## config.mk

```make
export PLATFORM = sky130hd
export DESIGN_NAME = dtr_unit
export DESIGN_NICKNAME = d
export VERILOG_FILES = /design/src/rtl/dtr_pkg.sv /design/src/rtl/dtr_guard.sv /design/src/rtl/dtr_regfile.sv /design/src/rtl/dtr_ctrl.sv /design/src/rtl/dtr_unit.sv
export SDC_FILE = /design/constraint.sdc
export NUM_CORES = 1
export LEC_CHECK = 0
export BUFFER_PORTS_ARGS = -buffer_cell sky130_fd_sc_hd__buf_4
export CORE_MARGIN = 2
export CORE_UTILIZATION = 40
export CTS_CLUSTER_DIAMETER = 60
export CTS_CLUSTER_SIZE = 28
export DETAILED_ROUTE_END_ITERATION = 16
export GPL_TIMING_DRIVEN = 0
export PLACE_DENSITY = 0.64
export SYNTH_ARGS = -nofsm -noshare
export SYNTH_HDL_FRONTEND = slang
export SYNTH_SLANG_ARGS = --single-unit
```

## constraint.sdc

```tcl
create_clock -name clk -period 2.6 [get_ports clk]
set_input_delay 0.52 -clock clk [delete_from_list [all_inputs] [get_ports clk]]
set_output_delay 0.52 -clock clk [all_outputs]
set_load 0.005 [all_outputs]
```

## src/rtl/dtr_pkg.sv

```systemverilog
package dtr_pkg;
  localparam int unsigned LIMIT_W = 16;
  localparam int unsigned BASE_W  = 32;
  localparam int unsigned DATA_W  = 32;
  localparam int unsigned BE_W    = DATA_W / 8;
  localparam int unsigned NUM_TBL = 2;

  typedef enum logic [1:0] {
    EXC_NONE = 2'd0,
    EXC_UD   = 2'd1,
    EXC_GP   = 2'd2
  } exc_e;

  typedef enum logic [1:0] {
    ST_IDLE   = 2'd0,
    ST_XFER   = 2'd1,
    ST_FINISH = 2'd2
  } state_e;

  // Byte offset of access number 'step' inside the pseudo-descriptor.
  function automatic logic [2:0] step_offset(input logic [1:0] step);
    return {step, 1'b0};
  endfunction

  // Byte enables of access number 'step'.
  function automatic logic [BE_W-1:0] step_be(input logic narrow_gdt,
                                              input logic [1:0] step);
    case (step)
      2'd0:    return 4'b0011;
      2'd1:    return narrow_gdt ? 4'b0011 : 4'b1111;
      default: return 4'b0001;
    endcase
  endfunction

  // Base image sent to memory on a save.
  function automatic logic [BASE_W-1:0] store_base(input logic [BASE_W-1:0] base,
                                                   input logic fill);
    return fill ? {8'hFF, base[23:0]} : base;
  endfunction

  // Base assembled on the last read of a load.
  function automatic logic [BASE_W-1:0] load_base(input logic narrow_gdt,
                                                  input logic wide,
                                                  input logic [DATA_W-1:0] rdata,
                                                  input logic [15:0] low16);
    if (narrow_gdt)
      return {8'h00, rdata[7:0], low16};
    else if (wide)
      return rdata;
    else
      return {8'h00, rdata[23:0]};
  endfunction
endpackage

```

## src/rtl/dtr_guard.sv

```systemverilog
module dtr_guard
  import dtr_pkg::*;
(
  input  logic       is_load,
  input  logic       is_reg,
  input  logic       prot_mode,
  input  logic [1:0] cpl,
  output exc_e       exc
);
  logic priv_fault;

  assign priv_fault = is_load && prot_mode && (cpl != 2'd0);

  always_comb begin
    if (priv_fault)
      exc = EXC_GP;
    else if (is_reg)
      exc = EXC_UD;
    else
      exc = EXC_NONE;
  end
endmodule

```

## src/rtl/dtr_regfile.sv

```systemverilog
module dtr_regfile
  import dtr_pkg::*;
#(
  parameter logic [LIMIT_W-1:0] RESET_LIMIT = 16'h03FF
) (
  input  logic                            clk,
  input  logic                            rst_n,
  input  logic                            wr_en,
  input  logic                            wr_idx,
  input  logic [LIMIT_W-1:0]              wr_limit,
  input  logic [BASE_W-1:0]               wr_base,
  output logic [NUM_TBL-1:0][LIMIT_W-1:0] rd_limit,
  output logic [NUM_TBL-1:0][BASE_W-1:0]  rd_base
);
  for (genvar g = 0; g < NUM_TBL; g++) begin : g_tbl
    logic hit;
    assign hit = wr_en && (wr_idx == 1'(g));
    always_ff @(posedge clk) begin
      if (!rst_n) begin
        rd_limit[g] <= RESET_LIMIT;
        rd_base[g]  <= '0;
      end else if (hit) begin
        rd_limit[g] <= wr_limit;
        rd_base[g]  <= wr_base;
      end
    end
  end
endmodule

```

## src/rtl/dtr_ctrl.sv

```systemverilog
module dtr_ctrl
  import dtr_pkg::*;
#(
  parameter int unsigned ADDR_W      = 32,
  parameter bit          LEGACY_FILL = 1'b0
) (
  input  logic               clk,
  input  logic               rst_n,
  input  logic               op_valid,
  input  logic [1:0]         op_kind,
  input  logic               op_wide,
  input  logic [ADDR_W-1:0]  op_addr,
  input  exc_e               exc_in,
  output logic               tbl_idx,
  input  logic [LIMIT_W-1:0] sel_limit,
  input  logic [BASE_W-1:0]  sel_base,
  output logic               mem_req,
  output logic               mem_we,
  output logic [ADDR_W-1:0]  mem_addr,
  output logic [BE_W-1:0]    mem_be,
  output logic [DATA_W-1:0]  mem_wdata,
  input  logic               mem_ack,
  input  logic [DATA_W-1:0]  mem_rdata,
  output logic               commit_we,
  output logic [LIMIT_W-1:0] commit_limit,
  output logic [BASE_W-1:0]  commit_base,
  output logic               busy,
  output logic               done,
  output exc_e               exc_code
);
  state_e             state;
  logic [1:0]         step;
  logic               lat_load, lat_idt, lat_wide;
  logic [ADDR_W-1:0]  lat_addr;
  exc_e               lat_exc;
  logic [LIMIT_W-1:0] tmp_limit;
  logic [15:0]        tmp_low16;

  // Named internal events for the checks below.
  logic       narrow_gdt;
  logic [1:0] last_step;
  logic       xfer_fire;
  logic       xfer_last;

  assign narrow_gdt = lat_load && !lat_idt && !lat_wide;
  assign last_step  = narrow_gdt ? 2'd2 : 2'd1;
  assign xfer_fire  = mem_req && mem_ack;
  assign xfer_last  = xfer_fire && (step == last_step);

  assign tbl_idx   = lat_idt;
  assign mem_req   = (state == ST_XFER);
  assign mem_we    = !lat_load;
  assign mem_addr  = lat_addr + ADDR_W'(step_offset(step));
  assign mem_be    = step_be(narrow_gdt, step);
  assign mem_wdata = (step == 2'd0) ? {{(DATA_W-LIMIT_W){1'b0}}, sel_limit}
                                    : store_base(sel_base, LEGACY_FILL);

  assign commit_we    = xfer_last && lat_load;
  assign commit_limit = tmp_limit;
  assign commit_base  = load_base(narrow_gdt, lat_wide, mem_rdata, tmp_low16);

  assign busy     = (state != ST_IDLE);
  assign done     = (state == ST_FINISH);
  assign exc_code = done ? lat_exc : EXC_NONE;

  always_ff @(posedge clk) begin
    if (!rst_n) begin
      state     <= ST_IDLE;
      step      <= '0;
      lat_load  <= 1'b0;
      lat_idt   <= 1'b0;
      lat_wide  <= 1'b0;
      lat_addr  <= '0;
      lat_exc   <= EXC_NONE;
      tmp_limit <= '0;
      tmp_low16 <= '0;
    end else begin
      case (state)
        ST_IDLE: if (op_valid) begin
          lat_load <= op_kind[1];
          lat_idt  <= op_kind[0];
          lat_wide <= op_wide;
          lat_addr <= op_addr;
          lat_exc  <= exc_in;
          step     <= '0;
          state    <= (exc_in == EXC_NONE) ? ST_XFER : ST_FINISH;
        end
        ST_XFER: if (xfer_fire) begin
          if (step == 2'd0) tmp_limit <= mem_rdata[LIMIT_W-1:0];
          if (step == 2'd1) tmp_low16 <= mem_rdata[15:0];
          step <= step + 2'd1;
          if (xfer_last) state <= ST_FINISH;
        end
        ST_FINISH: state <= ST_IDLE;
        default:   state <= ST_IDLE;
      endcase
    end
  end

  assert_done_pulse_R10: assert property (@(posedge clk) disable iff (!rst_n)
    done |=> !done);
  assert_req_hold_R2: assert property (@(posedge clk) disable iff (!rst_n)
    (mem_req && !mem_ack) |=> (mem_req && $stable(mem_addr) && $stable(mem_be)));
  assert_be_shape_R2: assert property (@(posedge clk) disable iff (!rst_n)
    mem_req |-> (mem_be == 4'b0001 || mem_be == 4'b0011 || mem_be == 4'b1111));
  assert_exc_no_mem_R8: assert property (@(posedge clk) disable iff (!rst_n)
    (exc_code != EXC_NONE) |-> !$past(mem_req));
  assert_done_after_ack_R10: assert property (@(posedge clk) disable iff (!rst_n)
    (done && exc_code == EXC_NONE) |-> $past(mem_ack));
endmodule

```

## src/rtl/dtr_unit.sv

```systemverilog
module dtr_unit
  import dtr_pkg::*;
#(
  parameter int unsigned ADDR_W      = 32,
  parameter bit          LEGACY_FILL = 1'b0,
  parameter logic [15:0] RESET_LIMIT = 16'h03FF
) (
  input  logic              clk,
  input  logic              rst_n,
  input  logic              op_valid,
  input  logic [1:0]        op_kind,
  input  logic              op_is_reg,
  input  logic              op_wide,
  input  logic              prot_mode,
  input  logic [1:0]        cpl,
  input  logic [ADDR_W-1:0] op_addr,
  output logic              mem_req,
  output logic              mem_we,
  output logic [ADDR_W-1:0] mem_addr,
  output logic [3:0]        mem_be,
  output logic [31:0]       mem_wdata,
  input  logic              mem_ack,
  input  logic [31:0]       mem_rdata,
  output logic              busy,
  output logic              done,
  output logic [1:0]        exc_code,
  output logic [15:0]       gdt_limit,
  output logic [31:0]       gdt_base,
  output logic [15:0]       idt_limit,
  output logic [31:0]       idt_base
);
  exc_e                            guard_exc;
  exc_e                            ctrl_exc;
  logic                            tbl_idx;
  logic                            commit_we;
  logic [LIMIT_W-1:0]              commit_limit;
  logic [BASE_W-1:0]               commit_base;
  logic [NUM_TBL-1:0][LIMIT_W-1:0] tbl_limit;
  logic [NUM_TBL-1:0][BASE_W-1:0]  tbl_base;

  dtr_guard u_guard (
    .is_load   (op_kind[1]),
    .is_reg    (op_is_reg),
    .prot_mode (prot_mode),
    .cpl       (cpl),
    .exc       (guard_exc)
  );

  dtr_ctrl #(
    .ADDR_W      (ADDR_W),
    .LEGACY_FILL (LEGACY_FILL)
  ) u_ctrl (
    .clk          (clk),
    .rst_n        (rst_n),
    .op_valid     (op_valid),
    .op_kind      (op_kind),
    .op_wide      (op_wide),
    .op_addr      (op_addr),
    .exc_in       (guard_exc),
    .tbl_idx      (tbl_idx),
    .sel_limit    (tbl_limit[tbl_idx]),
    .sel_base     (tbl_base[tbl_idx]),
    .mem_req      (mem_req),
    .mem_we       (mem_we),
    .mem_addr     (mem_addr),
    .mem_be       (mem_be),
    .mem_wdata    (mem_wdata),
    .mem_ack      (mem_ack),
    .mem_rdata    (mem_rdata),
    .commit_we    (commit_we),
    .commit_limit (commit_limit),
    .commit_base  (commit_base),
    .busy         (busy),
    .done         (done),
    .exc_code     (ctrl_exc)
  );

  dtr_regfile #(
    .RESET_LIMIT (RESET_LIMIT)
  ) u_regs (
    .clk      (clk),
    .rst_n    (rst_n),
    .wr_en    (commit_we),
    .wr_idx   (tbl_idx),
    .wr_limit (commit_limit),
    .wr_base  (commit_base),
    .rd_limit (tbl_limit),
    .rd_base  (tbl_base)
  );

  assign exc_code  = ctrl_exc;
  assign gdt_limit = tbl_limit[0];
  assign gdt_base  = tbl_base[0];
  assign idt_limit = tbl_limit[1];
  assign idt_base  = tbl_base[1];

  assert_gdt_commit_R10: assert property (@(posedge clk) disable iff (!rst_n)
    !($stable(gdt_base) && $stable(gdt_limit)) |-> done);
  assert_idt_commit_R10: assert property (@(posedge clk) disable iff (!rst_n)
    !($stable(idt_base) && $stable(idt_limit)) |-> done);
  assert_reg_nomem_R8: assert property (@(posedge clk) disable iff (!rst_n)
    (op_valid && !busy && op_is_reg) |=> !mem_req);
  assert_gp_nomem_R9: assert property (@(posedge clk) disable iff (!rst_n)
    (op_valid && !busy && op_kind[1] && prot_mode && cpl != 2'd0) |=> (done && exc_code == 2'd2));
endmodule

```

[Word-level counts from Yosys, hierarchy flattened]
Index checks and enable logic that the tools add are counted.
Operators by class
  add/subtract/negate cells: 2
  order comparisons: 1
  equality and inequality tests: 7
  multiplexer cells: 21
  bitwise gates (word level): 1
  reduce and logical (&&, ||, !) cells: 23
Operators with widths (count)
  32-bit two-way mux: 5
  32-bit by 3-bit adder with 32-bit output: 1
  16-bit two-way mux: 2
  2-bit two-way mux: 9
  3-bit AND reduction: 4
  1-bit logical AND: 9
  2-bit one-hot mux with 2 select lines: 2
  4-bit one-hot mux with 2 select lines: 1
  2-bit logical NOT: 3
  2-bit != test, second input constant: 3
  2-bit nonzero test: 3
  2-bit by 1-bit equality test with 1-bit output, second input constant: 2
  4-bit two-way mux: 1
  1-bit logical NOT: 3
  2-bit by 1-bit adder with 2-bit output, second input constant: 1
  2-bit equality test: 1
  2-bit equality test, second input constant: 1
  1-bit by 2-bit less-than comparator with 1-bit output, second input constant: 1
  2-bit AND reduction: 1
  1-bit two-way mux: 1
  1-bit NOT: 1
Storage, ports and cells
  register bits: 169
  input bits: 75
  output and inout port bits: 170
  logic and storage cells: 68

[Depth between registers and ports, before layout]
Gate-level depths: netlist (run 1).
  word-level depth: 9
  depth in mapped cells: 8
  depth with buffers taken out: 6

[Cells and area by module]
Synthesis (run 1) repeated with hierarchy kept, for this count alone.
Unflattened totals
  cells, all modules: 952
  area total of the unflattened synthesis: 8608.3 um^2
Modules (own cells, without submodules)
  dtr_ctrl: instances 1, cells an instance 516, area an instance 4216.5 um^2, seq. area each 1461.4 um^2
  dtr_regfile: instances 1, cells an instance 380, area an instance 3706.1 um^2, seq. area each 1921.8 um^2
  dtr_unit: instances 1, cells an instance 53, area an instance 659.4 um^2, seq. area each 0.0 um^2
  dtr_guard: instances 1, cells an instance 3, area an instance 26.3 um^2, seq. area each 0.0 um^2

[Least setup slack after synthesis (run 1)]
Ideal clock, no wire load.
  path kind: reg2out
  start point: reg u_ctrl.step[0]
  end point: out mem_addr[27]
  data arrival time: 1.775 ns
  data required time: 2.080 ns
  path slack: 0.305 ns
  cell stages (with the launch flop): 7
  path buffers: 0
  path through: dfxtp_1 > ha_1 > inv_1 > fa_1 > nor3_2 > nand4_1 > xnor2_1
Between the ends
  longest elaborated chain between the ends: 1
RTL lines
  start: declaration: RTL line dtr_ctrl.sv:32  | logic [1:0] step;
  start signal: assignment: RTL line dtr_ctrl.sv:91  | step <= step + 2'd1;
  32-bit by 3-bit adder with 32-bit output: RTL line dtr_ctrl.sv:53  | assign mem_addr = lat_addr + ADDR_W'(step_offset(step));
  end: declaration: RTL line dtr_unit.sv:19  | output logic [ADDR_W-1:0] mem_addr,
Every way passes these cells.

[Worst setup path in the final report (run 1)]
  start point: reg u_ctrl.step[0]
  end point: out mem_addr[29]
The elaborated chain is that of the path after synthesis.

==> results of run 1 <==
critical path, cell delays in order (launching register included):
cell     delay [ns]
dfxtp_4        0.36
ha_4           0.13
inv_2          0.04
fa_2           0.42
nor3_4         0.17
buf_12         0.15
nand4_1        0.13
xnor2_2        0.19
buf_4          0.14
final cells by class:
type                            instances  area, µm²  share of cell area, %
Multi-Input combinational cell        640       3950                   37.5
Sequential cell                       169       3400                   32.2
Timing Repair Buffer                  253       1910                   18.1
Clock buffer                           17        425                   4.04
Buffer                                 73        377                   3.57
Tap cell                              234        293                   2.78
Clock inverter                         15        153                   1.45
Inverter                                8       30.0                  0.285
power groups by stage:
stage / registers, mW / clock network, mW / logic, mW
floorplan: 2.74 / 0 / 0.304
global placement: 2.75 / 0 / 0.590
detailed placement: 2.75 / 0 / 0.591
CTS: 2.69 / 2.53 / 0.604
global route: 2.70 / 2.64 / 0.659
finish: 2.69 / 2.50 / 0.610
how the worst max path moves through the flow:
stage | from | end | slack [ns] | depth (start not counted)
final | u_ctrl.step[0]$_SDFFE_PN0P_ | mem_addr[29] | -0.08 | 8
after global routing | u_ctrl.step[0]$_SDFFE_PN0P_ | mem_addr[29] | -0.14 | 8
after CTS | u_ctrl.step[0]$_SDFFE_PN0P_ | mem_addr[29] | -0.11 | 8
after detailed placement | u_ctrl.step[1]$_SDFFE_PN0P_ | mem_wdata[29] | -0.34 | 7
after global placement | u_ctrl.step[1]$_SDFFE_PN0P_ | mem_wdata[29] | -0.33 | 7
after floorplan | u_ctrl.step[0]$_SDFFE_PN0P_ | mem_addr[27] | 0.31 | 6
logic make-up after synthesis:
family | synth area share, %
and+or+nand+nor | 20.4
AOI/OAI and AO/OA | 15.1
other | 0.0494
buffers and inverters | 5.08
DFF | 44.6
muxes | 10.5
adders and majority gates | 0.924
xor gates and xnor gates | 3.35
per-stage QoR:
step / power [mW] / instance area [µm²] / setup TNS (ns)
after floorplan: 3.04 / 7590 / 0
after global placement: 3.34 / 9700 / -6.79
after detailed placement: 3.34 / 9700 / -7.03
after CTS: 5.83 / 10500 / -0.538
after global routing: 6.00 / 10500 / -1.06
final: 5.81 / 10500 / -0.280
per-layer routing:
metal | vias to the layer above | wire [µm] | part of all wire [%] | global-route usage, %
met5 | - | 0 | 0 | 0
met4 | 0 | 510 | 1.9 | 7.37
met3 | 31 | 1630 | 6.2 | 3.61
met2 | 293 | 12100 | 46 | 40.3
met1 | 3622 | 12200 | 46 | 36.8
li1 | 3644 | - | - | -
placed cells by master (no fill, tap or decap), drive strengths merged, types with 7 or more instances in the layout:
| cell type | Yosys | final |
|---|---|---|
| mux2i | 41 | 41 |
| a211oi | 48 | 48 |
| clkbuf | 46 | 61 |
| nand4 | 19 | 19 |
| mux4 | 16 | 16 |
| nand2 | 188 | 188 |
| a21oi | 122 | 122 |
| o21ai | 25 | 25 |
| nor2 | 50 | 50 |
| nand3 | 53 | 53 |
| dfxtp | 169 | 169 |
| xnor2 | 24 | 24 |
| buf | 30 | 282 |
| inv | 8 | 17 |
| and2 | 7 | 7 |
flip-flops by register name (all words and copies together) (netlist names):
name / count
u_ctrl.lat_load: 1
u_ctrl.commit_limit: 16
u_ctrl.tmp_low16: 16
u_ctrl.tbl_idx: 1
u_ctrl.lat_wide: 1
u_ctrl.state: 2
u_ctrl.step: 2
u_ctrl.lat_exc: 2
u_regs.rd_base: 64
u_ctrl.lat_addr: 32
u_regs.rd_limit: 32
what timing repair did:
item / in CTS / in global routing
gates cloned: 0 / 0
setup buffers: 9 / 1
setup endpoints to repair: 58 / 36
pin swaps: 6 / 10
resized for setup: 31 / 19
==> summary.txt, run 1 <==
Worst-case vdd ir drop: 0.507 mV
Dpl cells: 1370
Mapped Nets: 973
Share of the synthesized area in the top cell type: 44.6%
Worst Hold Depth: 3
H-Tree Depth: 4
Status: finished with violations
Fillers: 1781
MaxCap Viol Count: 0
Largest area contributor in the netlist: dfxtp_1
Fmax: 373 MHz
FP Rows: 50
Worst setup path category: reg -> out
Min-delay worst type: in -> reg
# hold bufs at CTS: 0
Die H: 142 µm
Overflow after GRT: 0
IO Pins: 245
Synth unique cells: 46
Final worst path period share: 103%
Sw Pwr: 1.61 mW
Slew HR: 51.1%
Num CTS Buffers: 17
Syn avg cell area: 8.49 µm²
Internal power: 4.20 mW
Seq/Total Area, Yosys: 44.6%
Final ANT Viol Nets: 0
Part of the power in registers: 46.4%
CTS tree: done
Pre-Repair DR Iteration Count: 5
Combinational share of power: 10.5%
Reg2Reg Depth: 7
DRT iter0 DRCs: 515
Setup WS post-layout: -0.0813 ns
Worst r2r dst: u_regs.rd_limit[12]$_SDFFE_PN0P_
Post-Syn Instances: 893
Routed len/inst: 18.8 µm
Wire length of the first global-routing pass: 39700 µm
Final setup vio count: 8
Final net count: 1242
Failing checks: setup timing
CP Max Fanout: 8
WHS: 0.332 ns
Vias in the first global route: 7082
Data required time at the worst endpoint: 2.08 ns
Vias per inst: 5.39
Vias: 7590
DP HPWL: 19400 µm
RSZ-0062 raised after global routing: true
Initial antenna violation count: 0
Primary FF master, synth: dfxtp_1
Fraction of registers with async set/reset: 0%
Root Driver: clkbuf_16
Clock Skew: 0.0155 ns
Routability cong.: 0.826
Pre-CTS WS: -0.337 ns
Core area: 0.0186 mm²
CTS clk-pin slew, worst paths: 0.08 ns
Final std cells w/o fill: 1409
#FFs+latches synth: 169
Critical path arrival: 2.16 ns
Hold EP: u_ctrl.lat_addr[10]$_SDFFE_PN0P_
Initial Utilization: 40.7%
Clock network fraction of total power: 43.1%
CTS sink count: 169
Hold Violations, Final: 0
Total routed wirelength: 26400 µm
Synth top area cells: dfxtp_1, nand2_1, a21oi_1
CP Capture Type: output pin
Layout area overhead: 38.9%
Port buffer count: 243
DIE AREA: 0.0201 mm²
Slew of the pin with the lowest slew margin: 0.729 ns
Synth top cells by count: nand2_1, dfxtp_1, a21oi_1, nand3_1, nor2_1
Post-layout util: 56.5%
Clock Latency Late Sink: 0.43 ns
Mapped Area: 0.00759 mm²
GRT Util Overall: 25.6%
ANT cells: 0
Largest net degree at the start of global routing: 19
R2r startpoint: u_ctrl.lat_wide$_SDFFE_PN0P_
Pwr dens: 551 mW/mm²
Pleak: 4.16 nW
Share of cells above drive strength 1: 31.5%
EDFF count, synth: 0
Yosys warns: 0
Clock Tree Buf Depth: 2
Period minus WS final: 2.68 ns
Switching part of the total: 27.7%
Die width: 142 µm
Critical Path Start Type: flip-flop
Worst Hold Launch: op_addr[10]
Reg2reg setup slack: 0.33 ns
Slew Viols, Final: 0
Cell with the most instances after synthesis: nand2_1
DRC viols: 0
(Power assumes the default switching activity.)
==> run 2: changes to the inputs <==
- clock period: 2.6 -> 3.4 ns (I/O delays scaled with it)
==> summary.txt, run 2 (same netlist as run 1, synthesis figures left out) <==
Status: finished, final reports clean
Slowest stage cell, crit path: clkbuf_1
Initial antenna violation count: 0 (unchanged)
Tot Pwr: 4.43 mW (-24%)
Clock Skew: 0.0161 ns (+0.000652 ns)
Critical Path, Cell by Cell: inv_1, ha_1, clkbuf_1, clkbuf_2, mux4_2, buf_4
MaxCap Viol Count: 0 (unchanged)
Final std cells w/o fill: 1403 (-0.43%)
H-Tree Depth: 4 (unchanged)
Data required time at the worst endpoint: 2.72 ns (+0.64 ns)
Routed len/inst: 18.6 µm (-0.86%)
Die H: 142 µm (unchanged)
Num CTS Buffers: 17 (unchanged)
GRT Util Overall: 25.3% (-0.31 points)
Commonest non-fill, non-tap cell in the layout: buf_4
IO Pins: 245 (unchanged)
Placed cell area: 0.00970 mm² (unchanged)
Overflow after GRT: 0 (unchanged)
ANT cells: 0 (unchanged)
Pre-CTS WS: 0.303 ns (+0.640 ns)
Die width: 142 µm (unchanged)
# hold bufs at CTS: 0 (unchanged)
FP Rows: 50 (unchanged)
Worst setup path category: reg -> out
Worst r2r dst: u_ctrl.commit_limit[4]$_SDFFE_PN0P_
Max reg flops: 64 (unchanged)
Pwr dens: 429 mW/mm² (-22%)
CTS clk-pin slew, worst paths: 0.07 ns (about the same)
R2r startpoint: u_ctrl.step[1]$_SDFFE_PN0P_
Pre-Repair DR Iteration Count: 4 (-1)
Dpl cells: 1370 (unchanged)
Period minus WS final: 3.23 ns
Slew HR: 47.1% (-4.0 points)
Reg2reg setup slack: 1.20 ns (+0.87 ns)
Final ANT Viol Nets: 0 (unchanged)
Reg2Reg Depth: 7 (unchanged)
Total routed wirelength: 26100 µm (-1.3%)
WHS: 0.456 ns (+0.123 ns)
Final setup vio count: 0 (-8)
Post-route cell area: 0.0103 mm² (-2.1%)
Hold Violations, Final: 0 (unchanged)
Fmax: 310 MHz
DRC viols: 0 (unchanged)
Vias: 7499 (-1.2%)
Worst Hold Depth: 2 (-1)
Largest reg by FF count: u_regs.rd_base
Initial Utilization: 40.7% (unchanged)
Layout area overhead: 36.0%
CP Max Fanout: 10 (+2)
Wire length of the first global-routing pass: 39100 µm (-1.4%)
Port buffer count: 243 (unchanged)
CTS sink count: 169 (unchanged)
Min-delay worst type: reg -> reg
CP Capture Type: output pin
Critical Path Start Type: flip-flop
Fillers: 1804 (+1.3%)
Routability cong.: 0.826 (unchanged)
Worst-case vdd ir drop: 0.382 mV (-25%)
Pleak: 4.04 nW (-3.1%)
Top Registers: u_regs.rd_base: 64 flops, u_ctrl.lat_addr: 32 flops, u_regs.rd_limit: 32 flops
Critical path arrival: 2.55 ns (+0.39 ns)
Slew Viols, Final: 0 (unchanged)
Worst Hold Launch: u_ctrl.lat_exc[1]$_SDFFE_PN0P_
CP max stage delay: 0.45 ns (+0.03 ns)
Vias in the first global route: 6978 (-1.5%)
Clock Tree Buf Depth: 2 (unchanged)
Root Driver: clkbuf_16
Final worst path period share: 94.9%
DP HPWL: 19400 µm (unchanged)
DRT iter0 DRCs: 430 (-17%)
Final net count: 1236 (-0.48%)
Hold EP: u_ctrl.lat_exc[1]$_SDFFE_PN0P_
Setup tns final: 0 ns (+0.280 ns)
Core area: 0.0186 mm² (unchanged)
Share of cells above drive strength 1: 28.9% (-2.6 points)
Largest net degree at the start of global routing: 19 (unchanged)
Slew of the pin with the lowest slew margin: 0.788 ns (+0.0583 ns)
Clock Latency Late Sink: 0.43 ns (about the same)
Vias per inst: 5.34 (-0.78%)
CTS tree: done
RSZ-0062 raised after global routing: false
DIE AREA: 0.0201 mm² (unchanged)
Most frequent cells in the layout: buf_4, nand2_1, dfxtp_1
Post-layout util: 55.3% (-1.2 points)
Setup WS post-layout: 0.173 ns (+0.255 ns)
run 2: metal layers:
metal	vias to the layer above	track usage (%)	wire, µm
met4	0	7.21	485
met5	-	0	0
li1	3641	-	-
met2	245	39.6	12000
met1	3585	36.4	12300
met3	28	3.81	1370
run 2: report_power, final:
group | switching [mW] | internal (mW) | leakage, nW
sequential | 0.0410 | 2.02 | 1.37
clock | 0.934 | 0.982 | 0.286
combinational | 0.252 | 0.203 | 2.38
total | 1.23 | 3.20 | 4.04
run 2: worst max path at each step:
stage	endpoint	start	slack [ns]
final	mem_wdata[4]	u_ctrl.step[1]$_SDFFE_PN0P_	0.17
after global placement	mem_wdata[29]	u_ctrl.step[1]$_SDFFE_PN0P_	0.31
after CTS	mem_addr[29]	u_ctrl.step[0]$_SDFFE_PN0P_	0.08
after detailed placement	mem_wdata[29]	u_ctrl.step[1]$_SDFFE_PN0P_	0.30
after global routing	mem_addr[28]	u_ctrl.lat_addr[3]$_SDFFE_PN0P_	0.04
after floorplan	mem_addr[27]	u_ctrl.step[0]$_SDFFE_PN0P_	0.95
run 2: final cells by class:
cell class | instances | area, µm² | area share (%)
Clock buffer | 17 | 425 | 4.12
Timing Repair Buffer | 244 | 1840 | 17.9
Buffer | 76 | 359 | 3.48
Clock inverter | 15 | 153 | 1.48
Sequential cell | 169 | 3380 | 32.8
Tap cell | 234 | 293 | 2.84
Inverter | 8 | 30.0 | 0.291
Multi-Input combinational cell | 640 | 3830 | 37.1
run 2: what timing repair did:
| item | in CTS | in global routing |
|---|---|---|
| setup buffers | 0 | 1 |
| endpoints found under the setup margin | 26 | 7 |
| gates resized for setup | 4 | 1 |
| pin swaps | 0 | 1 |
run 2: critical path: cells and delay by family (launching register included):
kind       cells  cell delay [ns]
flops          1             0.37
fa+ha+maj      1             0.17
buf+inv        4             1.19
mux            1             0.38
==> run 3: changes to the inputs <==
- clock period: 3.4 -> 4 ns (I/O delays scaled with it)
==> summary.txt, run 3 (same netlist as run 1, synthesis figures left out) <==
Status: finished, final reports clean
Total routed wirelength: 25900 µm (-0.57%)
Min-delay worst type: reg -> reg
Overflow after GRT: 0 (unchanged)
Root Driver: clkbuf_16
Dpl cells: 1370 (unchanged)
CP max stage delay: 0.50 ns (+0.05 ns)
Data required time at the worst endpoint: 3.20 ns (+0.48 ns)
Wire length of the first global-routing pass: 39100 µm (about the same)
Slew HR: 48.8% (+1.7 points)
Setup Buffers After CTS: 0 (unchanged)
Final ANT Viol Nets: 0 (unchanged)
Port buffer count: 243 (unchanged)
Period minus WS final: 3.64 ns
H-Tree Depth: 4 (unchanged)
DIE AREA: 0.0201 mm² (unchanged)
Slew Viols, Final: 0 (unchanged)
Commonest non-fill, non-tap cell in the layout: buf_4
Routed len/inst: 18.5 µm (-0.50%)
Fillers: 1805 (+0.055%)
CP most frequent cell: clkbuf_1
Largest delay share family, worst path: buffers and inverters
Largest net degree at the start of global routing: 19 (unchanged)
CTS sink count: 169 (unchanged)
Max reg flops: 64 (unchanged)
Routability cong.: 0.826 (unchanged)
Layout area overhead: 35.5%
# hold bufs at CTS: 0 (unchanged)
Most frequent cells in the layout: buf_4, nand2_1, dfxtp_1
Clock Latency Late Sink: 0.43 ns (about the same)
Pre-Repair DR Iteration Count: 5 (+1)
Worst-case vdd ir drop: 0.327 mV (-15%)
Critical Path Start Type: flip-flop
Worst setup path category: reg -> out
Slew of the pin with the lowest slew margin: 0.768 ns (-0.0199 ns)
CP Max Fanout: 10 (unchanged)
Final worst path period share: 90.9%
DRT iter0 DRCs: 430 (unchanged)
GRT Util Overall: 25.3% (-0.045 points)
Post-CTS resize count: 0 (-4)
MaxCap Viol Count: 0 (unchanged)
Final std cells w/o fill: 1402 (-0.071%)
Pleak: 4.00 nW (-0.77%)
Die H: 142 µm (unchanged)
Clock Tree Buf Depth: 2 (unchanged)
Vias: 7487 (-0.16%)
Vias per inst: 5.34 (about the same)
Die width: 142 µm (unchanged)
Clock Skew: 0.0155 ns (-0.000602 ns)
Final setup vio count: 0 (unchanged)
CP Capture Type: output pin
Initial antenna violation count: 0 (unchanged)
Initial Utilization: 40.7% (unchanged)
DRC viols: 0 (unchanged)
Vias in the first global route: 6971 (-0.10%)
Final net count: 1235 (-0.081%)
ANT cells: 0 (unchanged)
Slowest stage cell, crit path: clkbuf_1
Hold Violations, Final: 0 (unchanged)
CTS clk-pin slew, worst paths: 0.07 ns (about the same)
Critical Path, Cell by Cell: inv_1, ha_1, clkbuf_1, clkbuf_1, buf_1, nor2_1, buf_4
Fmax: 275 MHz
FP Rows: 50 (unchanged)
Pre-CTS WS: 0.783 ns (+0.480 ns)
Top Registers: u_regs.rd_base: 64 flops, u_ctrl.lat_addr: 32 flops, u_regs.rd_limit: 32 flops
Pwr dens: 366 mW/mm² (-15%)
Critical path arrival: 2.84 ns (+0.29 ns)
CTS tree: done
Setup WS post-layout: 0.363 ns (+0.190 ns)
Largest reg by FF count: u_regs.rd_base
IO Pins: 245 (unchanged)
Bufs and invs on worst path: 5 (+1)
Setup tns final: 0 ns (unchanged)
DP HPWL: 19400 µm (unchanged)
Num CTS Buffers: 17 (unchanged)
Core area: 0.0186 mm² (unchanged)
Share of cells above drive strength 1: 28.5% (-0.40 points)
RSZ-0062 raised after global routing: false
==> run 3: stage by stage <==
step | utilization [%] | power (mW) | instance area, µm² | hold WS (ns)
finish | 55.1 | 3.76 | 10300 | 0.456
global route | 55.1 | 3.89 | 10300 | 0.473
CTS | 55.1 | 3.78 | 10300 | 0.458
detailed placement | 52.0 | 2.17 | 9700 | 0.448
global placement | 52.0 | 2.17 | 9700 | 0.441
floorplan | - | 1.98 | 7590 | 0.432
==> run 3: metal layers <==
| metal | wire length, µm | vias up | share of wire, % | global-route usage (%) |
|---|---|---|---|---|
| met4 | 536 | 0 | 2.1 | 7.21 |
| met2 | 11800 | 269 | 46 | 39.6 |
| met3 | 1560 | 34 | 6.0 | 3.81 |
| li1 | - | 3628 | - | - |
| met1 | 12000 | 3556 | 46 | 36.2 |
| met5 | 0 | - | 0 | 0 |
==> run 3: report_power, final <==
group / total [mW] / switching [mW] / leakage, nW / internal, mW
registers: 1.75 / 0.0348 / 1.37 / 1.71
logic: 0.385 / 0.212 / 2.35 / 0.172
clock network: 1.63 / 0.793 / 0.286 / 0.835
==> run 3: layout make-up <==
type	instances	area (µm²)	share of cell area, %
timing repair buffer	243	1820	17.7
sequential	169	3380	32.9
multi-input combinational	640	3820	37.1
clock buffer	17	425	4.14
buffer	76	355	3.46
tap	234	293	2.85
inverter	8	30.0	0.292
clock inverter	15	153	1.48
==> run 3: worst paths after layout <==
path / start / slack (ns) / depth (start not counted) / end
worst max-delay path: u_ctrl.step[1]$_SDFFE_PN0P_ / 0.36 / 7 / mem_wdata[29]
worst min-delay path: u_ctrl.tmp_low16[7]$_SDFFE_PN0P_ / 0.46 / 2 / u_ctrl.tmp_low16[7]$_SDFFE_PN0P_
worst max register to register: u_ctrl.step[1]$_SDFFE_PN0P_ / 1.79 / 7 / u_ctrl.commit_limit[4]$_SDFFE_PN0P_
worst min register to register: u_ctrl.tmp_low16[7]$_SDFFE_PN0P_ / 0.46 / 2 / u_ctrl.tmp_low16[7]$_SDFFE_PN0P_
==> run 3: tightest hold or removal path: cells and delay by family, from the launching register on <==
family,cells,cell delay [ns]
AO/OA/AOI/OAI,1,0.05
flip-flops,1,0.31
AND/OR/NAND/NOR,1,0.05
